--- src/rtl/bmide_pkg.sv ---
package bmide_pkg;
  localparam int CMD_RUN = 0;
  localparam int CMD_DIR = 3;
  localparam int STA_ACT = 0;
  localparam int STA_ERR = 1;
  localparam int STA_INT = 2;
  localparam logic [7:0] STA_INIT = 8'h60;

  typedef enum logic [1:0] {
    SZ_BYTE = 2'd0,
    SZ_HALF = 2'd1,
    SZ_WORD = 2'd2,
    SZ_BAD  = 2'd3
  } acc_size_e;
endpackage

--- src/rtl/bmide_chan.sv ---
module bmide_chan
  import bmide_pkg::*;
#(
  parameter int PTR_W = 32
) (
  input  logic             clk,
  input  logic             rst,
  input  logic             wr_cmd,
  input  logic             wr_sta,
  input  logic             wr_ptr,
  input  logic             bad_acc,
  input  logic [7:0]       wbyte,
  input  logic [PTR_W-1:0] wword,
  input  logic             done,
  output logic [7:0]       cmd_q,
  output logic [7:0]       sta_q,
  output logic [PTR_W-1:0] ptr_q,
  output logic             start_p,
  output logic             abort_p
);
  logic [7:0] cmd_n, sta_n;
  logic       go, stop;

  always_comb begin
    cmd_n = cmd_q;
    sta_n = sta_q;
    go    = 1'b0;
    stop  = 1'b0;
    if (wr_cmd) begin
      cmd_n = wbyte;
      if (cmd_q[CMD_RUN]) cmd_n[CMD_DIR] = cmd_q[CMD_DIR];
      go   = !cmd_q[CMD_RUN] && wbyte[CMD_RUN];
      stop = cmd_q[CMD_RUN] && !wbyte[CMD_RUN];
      if (go)   sta_n[STA_ACT] = 1'b1;
      if (stop) sta_n[STA_ACT] = 1'b0;
    end
    if (wr_sta) begin
      sta_n[7:3]     = wbyte[7:3];
      sta_n[STA_INT] = sta_q[STA_INT] & ~wbyte[STA_INT];
      sta_n[STA_ERR] = sta_q[STA_ERR] & ~wbyte[STA_ERR];
    end
    if (bad_acc) sta_n[STA_ERR] = 1'b1;
    if (done) begin
      cmd_n[CMD_RUN] = 1'b0;
      sta_n[STA_ACT] = 1'b0;
      sta_n[STA_INT] = 1'b1;
      go   = 1'b0;
      stop = 1'b0;
    end
  end

  always_ff @(posedge clk) begin
    if (rst) begin
      cmd_q   <= '0;
      sta_q   <= STA_INIT;
      ptr_q   <= '0;
      start_p <= 1'b0;
      abort_p <= 1'b0;
    end else begin
      cmd_q   <= cmd_n;
      sta_q   <= sta_n;
      start_p <= go;
      abort_p <= stop;
      if (wr_ptr) ptr_q <= {wword[PTR_W-1:2], 2'b00};
    end
  end

  assert_start_sets_active_R2: assert property (@(posedge clk) disable iff (rst)
    start_p |-> (sta_q[STA_ACT] && cmd_q[CMD_RUN]));
  assert_abort_clears_active_R3: assert property (@(posedge clk) disable iff (rst)
    abort_p |-> (!sta_q[STA_ACT] && !cmd_q[CMD_RUN]));
  assert_dir_locked_R4: assert property (@(posedge clk) disable iff (rst)
    (wr_cmd && cmd_q[CMD_RUN]) |=> (cmd_q[CMD_DIR] == $past(cmd_q[CMD_DIR])));
  assert_active_ro_R5: assert property (@(posedge clk) disable iff (rst)
    (wr_sta && !done) |=> (sta_q[STA_ACT] == $past(sta_q[STA_ACT])));
  assert_ptr_aligned_R6: assert property (@(posedge clk) disable iff (rst)
    wr_ptr |=> (ptr_q == {$past(wword[PTR_W-1:2]), 2'b00}));
  assert_bad_size_R7: assert property (@(posedge clk) disable iff (rst)
    bad_acc |=> (sta_q[STA_ERR] && ptr_q == $past(ptr_q)));
  assert_done_stops_R8: assert property (@(posedge clk) disable iff (rst)
    done |=> (!cmd_q[CMD_RUN] && !sta_q[STA_ACT] && sta_q[STA_INT] && !abort_p));
endmodule

--- src/rtl/bmide_regfile.sv ---
module bmide_regfile
  import bmide_pkg::*;
#(
  parameter  int NCH    = 2,
  parameter  int PTR_W  = 32,
  localparam int SEL_W  = (NCH > 1) ? $clog2(NCH) : 1,
  localparam int ADDR_W = 3 + SEL_W
) (
  input  logic                 clk,
  input  logic                 rst,
  input  logic                 wr_en,
  input  logic                 rd_en,
  input  logic [ADDR_W-1:0]    addr,
  input  logic [1:0]           size,
  input  logic [PTR_W-1:0]     wdata,
  output logic [PTR_W-1:0]     rdata,
  input  logic [NCH-1:0]       dma_done,
  output logic [NCH-1:0]       dma_start,
  output logic [NCH-1:0]       dma_abort,
  output logic [NCH*PTR_W-1:0] dma_ptr,
  output logic                 irq
);
  localparam logic [2:0] OFF_CMD = 3'd0;
  localparam logic [2:0] OFF_STA = 3'd2;
  localparam logic [2:0] OFF_PTR = 3'd4;

  logic [7:0]       cmd_a [NCH];
  logic [7:0]       sta_a [NCH];
  logic [PTR_W-1:0] ptr_a [NCH];
  logic [NCH-1:0]   int_v;
  logic [2:0]       off;
  logic [SEL_W-1:0] sel;
  logic             byte_ok, word_ok;

  assign off     = addr[2:0];
  assign sel     = addr[ADDR_W-1:3];
  assign byte_ok = (size == SZ_BYTE);
  assign word_ok = (size == SZ_WORD);

  for (genvar c = 0; c < NCH; c++) begin : g_ch
    logic hit, w_cmd, w_sta, w_ptr, bad;
    assign hit   = wr_en && (sel == SEL_W'(c));
    assign w_cmd = hit && (off == OFF_CMD) && byte_ok;
    assign w_sta = hit && (off == OFF_STA) && byte_ok;
    assign w_ptr = hit && (off == OFF_PTR) && word_ok;
    assign bad   = hit && ((((off == OFF_CMD) || (off == OFF_STA)) && !byte_ok) ||
                           ((off == OFF_PTR) && !word_ok));

    bmide_chan #(.PTR_W(PTR_W)) u_chan (
      .clk     (clk),
      .rst     (rst),
      .wr_cmd  (w_cmd),
      .wr_sta  (w_sta),
      .wr_ptr  (w_ptr),
      .bad_acc (bad),
      .wbyte   (wdata[7:0]),
      .wword   (wdata),
      .done    (dma_done[c]),
      .cmd_q   (cmd_a[c]),
      .sta_q   (sta_a[c]),
      .ptr_q   (ptr_a[c]),
      .start_p (dma_start[c]),
      .abort_p (dma_abort[c])
    );

    assign dma_ptr[c*PTR_W +: PTR_W] = ptr_a[c];
    assign int_v[c] = sta_a[c][STA_INT];
  end

  assign irq = |int_v;

  logic [PTR_W-1:0] rd_mux;
  always_comb begin
    rd_mux = '0;
    for (int c = 0; c < NCH; c++) begin
      if (sel == SEL_W'(c)) begin
        case (off)
          OFF_CMD: rd_mux = PTR_W'(cmd_a[c]);
          OFF_STA: rd_mux = PTR_W'(sta_a[c]);
          OFF_PTR: rd_mux = ptr_a[c];
          default: rd_mux = '0;
        endcase
      end
    end
  end

  always_ff @(posedge clk) begin
    if (rst)        rdata <= '0;
    else if (rd_en) rdata <= rd_mux;
  end

  assert_irq_follows_ch0_R9: assert property (@(posedge clk) disable iff (rst)
    dma_done[0] |=> irq);
  assert_pulse_exclusive_R3: assert property (@(posedge clk) disable iff (rst)
    (dma_start & dma_abort) == '0);
endmodule

--- config.mk ---
export PLATFORM = sky130hd
export DESIGN_NAME = bmide_regfile
export DESIGN_NICKNAME = d
export VERILOG_FILES = /design/src/rtl/bmide_pkg.sv /design/src/rtl/bmide_chan.sv /design/src/rtl/bmide_regfile.sv
export SDC_FILE = /design/constraint.sdc
export NUM_CORES = 1
export LEC_CHECK = 0
export BUFFER_PORTS_ARGS = -buffer_cell sky130_fd_sc_hd__buf_2
export CELL_PAD_IN_SITES_DETAIL_PLACEMENT = 0
export CELL_PAD_IN_SITES_GLOBAL_PLACEMENT = 2
export CORE_ASPECT_RATIO = 0.75
export CORE_MARGIN = 4
export CORE_UTILIZATION = 29
export CTS_CLUSTER_SIZE = 28
export DETAILED_ROUTE_END_ITERATION = 12
export PLACE_DENSITY_LB_ADDON = 0.08
export REMOVE_ABC_BUFFERS = 1
export SETUP_SLACK_MARGIN = 0.5
export SKIP_LAST_GASP = 1
export SYNTH_ARGS = -nofsm -noshare
export SYNTH_HDL_FRONTEND = slang
export SYNTH_SLANG_ARGS = --single-unit
--- constraint.sdc ---
create_clock -name clk -period 1.38 [get_ports clk]
set_input_delay 0.069 -clock clk [delete_from_list [all_inputs] [get_ports clk]]
set_output_delay 0.069 -clock clk [all_outputs]
set_load 0.1 [all_outputs]
==> run_results.csv <==
group,metric,value,unit
timing,min_period,1280,ps
timing,max_slew_margin,45.1,%
worst_setup_path,regToRegStartpoint,"g_ch[0].u_chan.ptr_q[6]",
pwr,ir_drop,708,uV
place,place_hpwl,15.1,mm
worst_setup_path,end_kind,"register",
cells_and_area,final_nets,1023,
pwr,combPwrFrac,17.0,%
global_routing,track_usage,23.2,%
worst_setup_path,cp.arrival,1600,ps
synth,yosysWarnings,0,
clocking,clock_sinks,128,
min_path,hp-class,"in2reg",
timing,finalHoldViolCount,0,
global_routing,antenna_found_initial,0,
cells_and_area,antenna_cells,0,
worst_setup_path,reg2regPathDepth,3,
worst_setup_path,required,1700,ps
timing,tightest_slew,820,ps
pwr,powerDensity,773,mW/mm2
cells_and_area,multi_input_area,0.00459,mm2
timing,setup_tns,0,ps
timing,slew_viol_final,0,
timing,clock_skew,9.74,ps
cells_and_area,nFillCells,1578,
clocking,htreeDepth,4,
clocking,cts.clk_slew.worst_paths,60,ps
pwr,intPower,7.42,mW
place,post_dp_cell_area,0.00738,mm2
timing,setup_viol_count_final,0,
pwr,p_switching,2.95,mW
worst_setup_path,crit_fanout,2,
route,drcViolationCount,0,
worst_setup_path,r2r_setup_slack,100,ps
synth,netlist_area,0.00612,mm2
floorplanning,die-area,0.0235,mm2
route,dr_total_vias,7165,
synth,synth-seq-cells,128,
pwr,sw_frac_of_total,28.5,%
global_routing,grt_pass1_wl,42.6,mm
clocking,cts_tree,"yes",
floorplanning,start_util,29.9,%
cells_and_area,fin_area,0.0134,mm2
worst_setup_path,critPathKind,"reg2reg",
cells_and_area,synthToLayoutAreaGrowth,119,%
synth,synthArstFlopShare,0,%
clocking,cts_inserted_buffers,17,
worst_setup_path,r2r_end,"rdata[6]",
timing,max_clock_freq,0.782,GHz
clocking,clockBufferDepth,2,
route,firstDrtPassIters,5,
floorplanning,rows,45,
worst_setup_path,cp-startpoint,"g_ch[0].u_chan.ptr_q[6]",
clocking,clock_latency,430,ps
synth,synth_seq_area_share,41.9,%
cells_and_area,regArea,0.00284,mm2
pwr,p_seq_share,35.0,%
route,totalWireLength,30.1,mm
floorplanning,die_y,134,um
synth,avgSynthCellArea,9.06,um2
synth,synth_cells,676,
route,vias_per_cell,5.64,
route,routedWlPerCell,23.7,um
synth,ys.flop_type,"dfxtp_1",
cells_and_area,final_common_cell,"buf_12",
clocking,cts-root-buf,"clkbuf_16",
synth,synth_edf_count,0,
cells_and_area,final_cell_mix,"buf_12 (125), buf_4 (92), nand4_1 (79)",
cells_and_area,drive_above_1_share,69.0,%
place,io_buffers,140,
floorplanning,dieWidth,176,um
floorplanning,core,0.0205,mm2
worst_setup_path,crit_path_end,"rdata[6]",
route,ant_nets,0,
global_routing,grt_max_degree,49,
pwr,clockPowerShare,48.1,%
global_routing,first_global_vias,6912,
place,gp_congestion,0.784,
timing,finalCritPeriodShare,92.7,%
pwr,cellLeakagePower,4.80,nW
job,maxCapViolCount,0,
floorplanning,boundaryPins,145,
route,drt_iter0_drc,445,
synth,ys_types,43,
global_routing,gr-total-overflow,0,
status,run_status,"finished clean",
timing,rsz0062_at_grt,"true",
worst_setup_path,cp-start-kind,"register",
## per-layer routing
layer	vias up	global-route usage, %	routed length [um]
li1	3220	-	-
met1	3637	31.5	13500
met2	275	37.5	14200
met3	33	6.09	1950
met4	0	4.68	377
met5	-	0	0
## critical path, stage by stage, from the launching register on
cell     delay [ps]
dfxtp_4         350
mux2_2          270
a221o_1         310
a32o_1          240
## synth_stat cells, types with 2 or more instances
cell,instances,area share (%)
nor4_1,2,0.20
ha_1,4,0.82
nand3_1,24,2.0
o31a_1,2,0.29
a211o_1,4,0.57
a41o_1,2,0.33
o31ai_1,77,9.4
nor2b_1,3,0.31
and3_1,5,0.51
nor3_1,5,0.41
or3_1,4,0.41
buf_4,9,1.1
inv_1,11,0.67
a311oi_1,2,0.29
and2_1,2,0.20
nand2_1,5,0.31
nand4_1,79,8.1
mux2i_1,8,1.3
buf_2,20,1.6
o221ai_1,4,0.57
nor4_4,2,0.69
a31oi_1,4,0.41
buf_1,11,0.67
buf_6,3,0.55
dfxtp_1,128,42
or2_2,4,0.41
mux2_2,32,5.9
clkbuf_1,50,3.1
o21a_1,2,0.25
a32o_1,8,1.3
nor2_1,9,0.55
mux4_2,2,0.74
a221o_1,8,1.3
a21oi_1,102,8.3
a41oi_1,2,0.29
nand2b_1,30,3.1
## cell families (layout without fill, tap and decap cells)
family,after synthesis,in the layout,synth area share [%]
other,1,4,0.0613
DFF,128,128,41.9
muxes,42,42,7.93
and+or+nand+nor,178,178,18.0
buffers and inverters,104,413,7.70
adders and majority gates,4,4,0.818
AOI/OAI and AO/OA,219,219,23.7
## worst min path at each step
stage / cells after the start / end / slack, ps / startpoint
after detailed placement: 3 / g_ch[1].u_chan.ptr_q[10] / 340 / wdata[10]
after CTS: 3 / g_ch[1].u_chan.start_p / 50 / wdata[0]
after global routing: 3 / g_ch[1].u_chan.start_p / 80 / wdata[0]
final: 3 / g_ch[0].u_chan.sta_q[1] / 70 / size[0]
after floorplan: 1 / g_ch[0].u_chan.cmd_q[1] / 140 / rst
after global placement: 3 / g_ch[1].u_chan.ptr_q[21] / 340 / wdata[21]
## flip-flops by register name, indices dropped and copies added (netlist names)
| signal | flops |
|---|---|
| g_ch.u_chan.abort_p | 2 |
| g_ch.u_chan.cmd_q | 16 |
| g_ch.u_chan.ptr_q | 60 |
| g_ch.u_chan.sta_q | 16 |
| rdata | 32 |
| g_ch.u_chan.start_p | 2 |
## power groups by stage
stage	Combinational [mW]	Sequential (mW)	Clock, mW
floorplan	0.357	3.89	0
CTS	1.48	3.66	5.04
detailed placement	1.03	3.82	0
global route	1.82	3.63	5.20
global placement	1.03	3.81	0
finish	1.76	3.63	4.99
## stage by stage
stage	setup slack [ps]	power, mW	hold WS [ps]	std cells	util, %
after global routing	80.9	10.6	76.6	1270	65.5
after floorplan	-3160	4.25	138	586	-
after detailed placement	-101	4.85	345	1063	36.0
final	101	10.4	72.1	1270	65.5
after global placement	-88.0	4.84	339	1063	36.0
after CTS	112	10.2	46.6	1214	58.7
## cell type report
| type | count | area share (%) |
|---|---|---|
| flip-flops and latches | 128 | 21.2 |
| clock inverters | 12 | 1.36 |
| repair buffers | 370 | 36.9 |
| inverters | 11 | 0.326 |
| multi-input cells | 447 | 34.2 |
| well taps | 282 | 2.63 |
| clock buffers | 20 | 3.40 |
## timing repair
action	4_1_cts	5_1_grt
cloned	12	10
hold endpoints to repair	89	0
setup buffers	73	46
pin swaps	110	112
hold buffers	34	0
gates resized for setup	743	168
setup endpoints to repair	224	221
(Power assumes the default switching activity.)
